File: config.mk
export PLATFORM = sky130hd
export DESIGN_NAME = octal_dac_core
export DESIGN_NICKNAME = d
export VERILOG_FILES = /design/src/rtl/octal_dac_core.sv
export SDC_FILE = /design/constraint.sdc
export NUM_CORES = 1
export LEC_CHECK = 0
export ABC_AREA = 1
export BUFFER_PORTS_ARGS = -buffer_cell sky130_fd_sc_hd__buf_2
export CORE_UTILIZATION = 55
export CTS_BUF_LIST = sky130_fd_sc_hd__clkbuf_4 sky130_fd_sc_hd__clkbuf_8
export DETAILED_ROUTE_END_ITERATION = 10
export GPL_ROUTABILITY_DRIVEN = 0
export PLACE_DENSITY = 0.78
export SLEW_MARGIN = 20
export SYNTH_ARGS = -nofsm -noshare
export SYNTH_HDL_FRONTEND = slang
export SYNTH_SLANG_ARGS = --single-unit
File: constraint.sdc
create_clock -name clk -period 1.96 [get_ports clk]
set_clock_uncertainty 0.15 [all_clocks]
set_input_delay 0.392 -clock clk [delete_from_list [all_inputs] [get_ports clk]]
set_output_delay 0.392 -clock clk [all_outputs]
set_load 0.05 [all_outputs]
File: src/rtl/octal_dac_core.sv
module octal_dac_core #(
  parameter int NCH = 8,
  parameter int DW = 14,
  parameter int SYNC_STAGES = 2
) (
  input  logic              clk,
  input  logic              rst_n,
  input  logic              sclk,
  input  logic              sync_n,
  input  logic              din,
  input  logic              ldac_n,
  output logic [NCH*DW-1:0] dac_out
);
  localparam int FRAME = 32;
  localparam int CW = $clog2(FRAME + 1);

  logic [SYNC_STAGES-1:0] sclk_p, sync_p, din_p, ldac_p;
  logic sclk_q, ldac_q;

  always_ff @(posedge clk or negedge rst_n) begin
    if (!rst_n) begin
      sclk_p <= '1;
      sync_p <= '1;
      din_p  <= '0;
      ldac_p <= '1;
      sclk_q <= 1'b1;
      ldac_q <= 1'b1;
    end else begin
      sclk_p <= {sclk_p[SYNC_STAGES-2:0], sclk};
      sync_p <= {sync_p[SYNC_STAGES-2:0], sync_n};
      din_p  <= {din_p[SYNC_STAGES-2:0], din};
      ldac_p <= {ldac_p[SYNC_STAGES-2:0], ldac_n};
      sclk_q <= sclk_p[SYNC_STAGES-1];
      ldac_q <= ldac_p[SYNC_STAGES-1];
    end
  end

  wire sclk_s = sclk_p[SYNC_STAGES-1];
  wire sync_s = sync_p[SYNC_STAGES-1];
  wire din_s  = din_p[SYNC_STAGES-1];
  wire ldac_s = ldac_p[SYNC_STAGES-1];

  wire sclk_fall = sclk_q & ~sclk_s;
  wire ldac_fall = ldac_q & ~ldac_s;

  logic [CW-1:0]    cnt;
  logic [FRAME-2:0] shreg;

  wire capture = sclk_fall & ~sync_s & (cnt != CW'(FRAME));
  wire exec    = capture & (cnt == CW'(FRAME - 1));
  wire [FRAME-1:0] frame = {shreg, din_s};
  wire [3:0] cmd  = frame[27:24];
  wire [3:0] addr = frame[23:20];
  wire [DW-1:0] data = frame[19 -: DW];
  wire wr_cmd = (cmd == 4'h0) | (cmd == 4'h2) | (cmd == 4'h3);

  always_ff @(posedge clk or negedge rst_n) begin
    if (!rst_n) begin
      cnt   <= '0;
      shreg <= '0;
    end else if (sync_s) begin
      cnt <= '0;
    end else if (capture) begin
      cnt   <= cnt + 1'b1;
      shreg <= frame[FRAME-2:0];
    end
  end

  logic [DW-1:0] inp [NCH];
  logic [DW-1:0] dac [NCH];
  logic [DW-1:0] inp_nx [NCH];
  logic [NCH-1:0] mask, sel, upd;

  always_comb begin
    for (int i = 0; i < NCH; i++) begin
      sel[i] = (addr == 4'hF) | (addr == 4'(i));
      inp_nx[i] = (exec && wr_cmd && sel[i]) ? data : inp[i];
      upd[i] = (ldac_fall & ~mask[i])
             | (exec & ((~ldac_s & ~mask[i])
                      | (cmd == 4'h3)
                      | (sel[i] & ((cmd == 4'h1) | (cmd == 4'h2)))
                      | (sel[i] & mask[i] & (cmd == 4'h0))));
    end
  end

  always_ff @(posedge clk or negedge rst_n) begin
    if (!rst_n) begin
      mask <= '0;
      for (int i = 0; i < NCH; i++) begin
        inp[i] <= '0;
        dac[i] <= '0;
      end
    end else begin
      if (exec && cmd == 4'h6) mask <= frame[NCH-1:0];
      for (int i = 0; i < NCH; i++) begin
        inp[i] <= inp_nx[i];
        if (upd[i]) dac[i] <= inp_nx[i];
      end
    end
  end

  for (genvar g = 0; g < NCH; g++) begin : g_out
    assign dac_out[g*DW +: DW] = dac[g];

    assert_masked_write_R9: assert property (@(posedge clk) disable iff (!rst_n)
      exec && wr_cmd && sel[g] && mask[g] |=> dac[g] == $past(data));

    assert_pin_load_R10: assert property (@(posedge clk) disable iff (!rst_n)
      ldac_fall && !mask[g] |=> dac[g] == inp[g]);

    assert_write_only_R4: assert property (@(posedge clk) disable iff (!rst_n)
      !exec && !ldac_fall |=> $stable(dac[g]) && $stable(inp[g]));
  end

  assert_bitcount_R2: assert property (@(posedge clk) disable iff (!rst_n)
    cnt <= CW'(FRAME));

  assert_drop_R3: assert property (@(posedge clk) disable iff (!rst_n)
    sync_s |=> cnt == '0);

  assert_mask_hold_R8: assert property (@(posedge clk) disable iff (!rst_n)
    !exec |=> $stable(mask));
endmodule

# Yosys cells after proc, flatten, opt, wreduce, memory -nomap -nowiden
# Cells that the tools add are included.
[op_classes]
addsub = 1
n_eq_ne = 14
muxes = 10
bitwise = 107
n_reduce_logical = 14
[ops]
columns = ["op", "count"]
rows = [
  ["2-to-1 mux 14 bit", 8],
  ["bitwise AND 1 bit", 53],
  ["bitwise OR 1 bit", 43],
  ["equality test 4 x 3 -> 1 bit (second input constant)", 5],
  ["equality test 4 x 2 -> 1 bit (second input constant)", 4],
  ["2-to-1 mux 6 bit", 2],
  ["NOT 1 bit", 11],
  ["logical AND 1 bit", 10],
  ["equality test 4 x 1 -> 1 bit (second input constant)", 2],
  ["zero test 4 bit", 2],
  ["adder 6 x 1 -> 6 bit (second input constant)", 1],
  ["equality test 6 x 5 -> 1 bit (second input constant)", 1],
  ["inequality test 6 bit (second input constant)", 1],
  ["equality test 4 bit (second input constant)", 1],
  ["AND reduction 2 bit", 1],
  ["nonzero test 2 bit", 1],
]
[word_totals]
ff_bits = 275
inputBits = 6
output_inout_bits = 112
word_cells = 171

# Logic depth before layout (Yosys ltp)
[depth]
word_depth = 8
ltp_mapped = 11

# Worst setup path after synthesis
# No wires, ideal clock.
[synth_timing]
path_kind = "reg-to-reg"
startpoint = "register cnt[0]"
endpoint = "register inp[10] in the netlist's numbering"
setup_time_ns = 0.119
t_arrival_ns = 1.586
t_required_ns = 1.691
setup_slack_ns = 0.105
path_stages_with_launch = 10
n_path_buf = 2
period_less_slack_ns = 1.855
path_cell_list = "dfrtp_1 ha_1 nand3_2 nor2_4 nand3_4 nor2_4 buf_6 buf_6 nand3_1 and2_1"
[synth_lines]
columns = ["item", "line", "source"]
rows = [
  ["start, declared", "46", "logic [CW-1:0] cnt;"],
  ["start signal, assigned", "64", "cnt <= cnt + 1'b1;"],
  ["end signal, assigned by index", "96", "inp[i] <= inp_nx[i];"],
  ["end, declared", "69", "logic [DW-1:0] inp [NCH];"],
]

# Worst setup path in the final report
[layout_timing]
startpoint = "register cnt[0]"
endpoint = "register dac, in the netlist dac_out[94]"
[layout_between]
elab_chain_cells = 6
elab_cells_between_ends = 9
cone_classes = "2 x eq/ne; 1 x mux; 4 x bitwise; 2 x reduce/logical"
[layout_lines]
columns = ["item", "line", "source"]
rows = [
  ["inequality test 6 bit", "49", "wire capture = sclk_fall & ~sync_s & (cnt != CW'(FRAME));"],
  ["bitwise AND 1 bit", "49", ""],
  ["bitwise AND 1 bit *", "50", "wire exec = capture & (cnt == CW'(FRAME - 1));"],
  ["logical AND 1 bit (2 in a row)", "77", "inp_nx[i] = (exec && wr_cmd && sel[i]) ? data : inp[i];"],
  ["2-to-1 mux 14 bit", "77", ""],
  ["end signal, assigned by index", "97", "if (upd[i]) dac[i] <= inp_nx[i];"],
  ["end, declared", "70", "logic [DW-1:0] dac [NCH];"],
]
# Every way passes the cells marked *; elsewhere a longest branch is shown, timed or not.
# A chain may end at the register's enable or synchronous reset.

==> parameters.txt <==
Parameter                              Value

Status
  Violations in the final reports ... setup timing
  Status ... finished, violations left

Synthesis
  Number of warnings issued by yosys ... 0
  Cell taking the most area after synthesis ... sky130_fd_sc_hd__dfrtp_1
  Sequential fraction of the synthesis area ... 0.571
  Post-synthesis instance area ... 12100 um^2
  Post-synthesis average cell area ... 8.68 um^2
  Post-Synthesis Cells ... 1390
  Synth cell types ... 24
  Synthesis-stage register bit count ... 275
  Portion of synthesized cell area occupied by the leading cell type ... 0.554
  Net Count, Synth ... 1398
  Top post-synthesis cells by area ... sky130_fd_sc_hd__dfrtp_1 (55%), sky130_fd_sc_hd__nand3_1 (15%), sky130_fd_sc_hd__nand2_1 (11%)

Timing
  Setup-violating endpoint count in the final report ... 207
  Normalized max-slew margin ... 0.523
  Part of the cycle the worst path needs ... 1.05
  Slew Viols, Final ... 0
  Time the final worst path needs with I/O delays and setup ... 2.07 ns
  Achievable frequency ... 0.484 GHz
  Worst hold margin ... 0.202 ns
  Total count of hold-check failures in the final report ... 0
  Setup WS post-layout ... -0.106 ns
  RSZ-0062 raised after global routing ... yes
  Transition time at the pin with the least slew margin ... 0.711 ns

Global route
  Global routing usage summed across all routing layers ... 0.280
  Via count of the first global-routing pass ... 9688
  Met3 capacity usage during global routing ... 0.0555
  Antenna violations before repair ... 0
  Global-route met2 utilization ... 0.436
  Grt met1 use ... 0.387
  Pin count of the biggest net entering global routing ... 64
  First-pass GRT wire length ... 49.0 mm
  Top Usage Layer GRT ... met2
  Global route overflow ... 0

Final layout
  Fraction of final layout cells with drive strength greater than 1 ... 0.279
  Layout-stage area growth over the synthesis result ... 29.7%
  Final layout net count ... 1604
  Diode insertion count for antenna repair ... 0

Place
  Detail Placement HPWL ... 19.9 mm
  Post-place setup slack ... -0.0172 ns
  # port buffers ... 117

Flow run
  Max-capacitance violation count ... 0

Worst hold path
  Path category of the worst min-delay check ... register to register
  Hold Path Stages ... 0

CTS
  TritonCTS clock tree ... done
  TritonCTS Buffers ... 45
  Number of H-tree levels ... 2
  Clock slew at reported path FFs ... 0.06 ns
  Total number of clock tree sinks ... 275
  CTS max path bufs ... 3
  Root buf cell ... sky130_fd_sc_hd__clkbuf_8
  Latest clock arrival within the worst-skew pair ... 0.56 ns

Floorplan
  Die Span Y ... 150 um
  Num ports ... 118
  Initial Utilization ... 0.567
  Horiz. Die Dim ... 150 um
  Core ar. ... 21300 um^2
  # rows ... 53
  Area enclosed by the die boundary ... 22500 um^2

Critical path
  Worst Setup Path Type ... register to register
  Number of cell instances on the worst register-to-register path ... 10
  Crit end category ... register
  Setup crit start kind ... register
  Arrival time worst endpoint ... 2.36 ns
  Maximum fanout along the worst path ... 7
  Data required, critical path ... 2.25 ns

Detailed routing
  Number of detailed-routing iterations run before antenna repair ... 5
  Vias post-DR ... 10600
  Average wire per standard cell ... 17.7 um
  Iteration-0 DRC count of the detailed router ... 880
  Via density per instance ... 5.57
  Detailed-route DRC error count ... 0
  Remaining antenna violation count ... 0
  Wire length reported by the detailed router ... 33.7 mm

Power and ir drop
  P_leak ... 8.43 nW
  Power density over cell area ... 739 nW/um^2
  IR drop worst, VDD ... 0.000555 V
==> layout by cell type (no fill, tap or decap), types with 3 or more instances in the layout <==
cell type / netlist / routed
sky130_fd_sc_hd__a21oi_1: 8 / 8
sky130_fd_sc_hd__and2_1: 112 / 77
sky130_fd_sc_hd__and2_4: 0 / 35
sky130_fd_sc_hd__buf_12: 0 / 24
sky130_fd_sc_hd__buf_2: 14 / 116
sky130_fd_sc_hd__buf_4: 3 / 56
sky130_fd_sc_hd__buf_6: 9 / 7
sky130_fd_sc_hd__buf_8: 0 / 3
sky130_fd_sc_hd__clkbuf_16: 0 / 8
sky130_fd_sc_hd__clkbuf_4: 0 / 15
sky130_fd_sc_hd__clkbuf_8: 0 / 53
sky130_fd_sc_hd__clkinv_1: 14 / 14
sky130_fd_sc_hd__clkinv_2: 0 / 4
sky130_fd_sc_hd__dfrtp_1: 267 / 267
sky130_fd_sc_hd__dfstp_2: 8 / 8
sky130_fd_sc_hd__dlygate4sd3_1: 0 / 5
sky130_fd_sc_hd__inv_1: 148 / 148
sky130_fd_sc_hd__nand2_1: 338 / 325
sky130_fd_sc_hd__nand2_2: 7 / 14
sky130_fd_sc_hd__nand2_4: 0 / 6
sky130_fd_sc_hd__nand3_1: 351 / 259
sky130_fd_sc_hd__nand3_2: 1 / 72
sky130_fd_sc_hd__nand3_4: 1 / 22
sky130_fd_sc_hd__nand4_1: 7 / 7
sky130_fd_sc_hd__nor2_1: 19 / 18
sky130_fd_sc_hd__nor2_4: 3 / 3
sky130_fd_sc_hd__o21ai_0: 39 / 39
==> worst max-delay path: stages, from the launching register on <==
cell	delay, ns
sky130_fd_sc_hd__dfrtp_1	0.37
sky130_fd_sc_hd__ha_2	0.21
sky130_fd_sc_hd__nand3_4	0.09
sky130_fd_sc_hd__nor2_4	0.15
sky130_fd_sc_hd__nand3_4	0.11
sky130_fd_sc_hd__nor2_4	0.25
sky130_fd_sc_hd__buf_12	0.17
sky130_fd_sc_hd__clkbuf_16	0.18
sky130_fd_sc_hd__nand3_2	0.10
sky130_fd_sc_hd__nand3_2	0.11
sky130_fd_sc_hd__nand2_1	0.06
==> metal layers <==
layer  vias up  share of wire  wire [um]
met3       109          0.088       2980
met4         0          0.040       1340
met2       506           0.47      15900
li1       4856              -          -
met5         -              0          0
met1      5115           0.40      13500
==> worst paths after layout <==
| kind | start | end | slack [ns] |
|---|---|---|---|
| worst min register to register | din_p[0]$_DFF_PN0_ | din_p[1]$_DFF_PN0_ | 0.20 |
| max in group asynchronous | rst_n | sclk_p[0]$_DFF_PN1_ | 0.70 |
| min in group asynchronous | rst_n | dac_out[82]$_DFFE_PN0P_ | 0.23 |
| worst max-delay path | cnt[0]$_DFFE_PN0P_ | dac_out[94]$_DFFE_PN0P_ | -0.11 |
| worst max register to register | cnt[0]$_DFFE_PN0P_ | dac_out[94]$_DFFE_PN0P_ | -0.11 |
| worst min-delay path | din_p[0]$_DFF_PN0_ | din_p[1]$_DFF_PN0_ | 0.20 |
==> metrics by stage <==
step,area (um^2),TNS (ns),std cells,utilization,total power [mW]
2_1_floorplan,12100,0,1390,-,6.04
3_3_place_gp,13500,0,1803,0.637,6.37
3_5_place_dp,13500,-0.0542,1803,0.637,6.38
4_1_cts,14500,-0.0619,1883,0.683,11.6
5_1_grt,15600,-29.12,1899,0.735,11.9
6_report,15600,-9.32,1899,0.735,11.6
==> kinds of logic after synthesis <==
family | Yosys count | share of synthesized area
AO/OA/AOI/OAI | 50 | 0.0211
adder cells (fa/ha/maj) | 2 | 0.00207
buffers and inverters | 223 | 0.0778
flip-flops | 275 | 0.571
AND/OR/NAND/NOR | 840 | 0.328
==> cell type report <==
cell class                 instances  area [um^2]
clock buffer                      68          842
clock inverter                     7         88.8
fill                            1434         5640
inverter                         163          617
multi-input combinational        892         5010
sequential                       275         6890
tap                              275          344
timing repair buffer             219         1860
==> Yosys cell counts <==
library cell               number
sky130_fd_sc_hd__nand3_1      351
sky130_fd_sc_hd__nand2_1      338
sky130_fd_sc_hd__dfrtp_1      267
sky130_fd_sc_hd__inv_1        148
sky130_fd_sc_hd__and2_1       112
sky130_fd_sc_hd__o21ai_0       39
sky130_fd_sc_hd__clkbuf_1      34
sky130_fd_sc_hd__nor2_1        19
sky130_fd_sc_hd__buf_2         14
sky130_fd_sc_hd__clkinv_1      14
sky130_fd_sc_hd__buf_6          9
sky130_fd_sc_hd__a21oi_1        8
sky130_fd_sc_hd__dfstp_2        8
sky130_fd_sc_hd__nand2_2        7
sky130_fd_sc_hd__nand4_1        7
sky130_fd_sc_hd__buf_4          3
sky130_fd_sc_hd__nor2_4         3
sky130_fd_sc_hd__ha_1           2
sky130_fd_sc_hd__o22ai_1        2
sky130_fd_sc_hd__a31oi_1        1
sky130_fd_sc_hd__clkinv_4       1
sky130_fd_sc_hd__nand3_2        1
sky130_fd_sc_hd__nand3_4        1
sky130_fd_sc_hd__nor3_1         1
==> power breakdown <==
part	switching, mW	leakage [nW]	internal [mW]
logic	0.423	4.13	0.148
clock network	2.23	0.499	2.99
registers	0.0285	3.81	5.74
total	2.68	8.43	8.88
==> flip-flops by register name, indices dropped and copies added (netlist names) <==
signal / flops
ldac_p: 2
dac_out: 112
sync_p: 2
ldac_q: 1
din_p: 2
cnt: 6
mask: 8
shreg: 27
inp: 112
sclk_q: 1
sclk_p: 2
==> timing repair <==
action / 4_1_cts / 5_1_grt
endpoints found under the hold margin: 55 / 0
cloned: 0 / 11
pin swaps: 0 / 116
gates resized for setup: 3 / 181
setup buffers: 0 / 6
hold buffers: 5 / 0
endpoints found under the setup margin: 17 / 224
No activity file was read; power rests on OpenSTA's default activity.
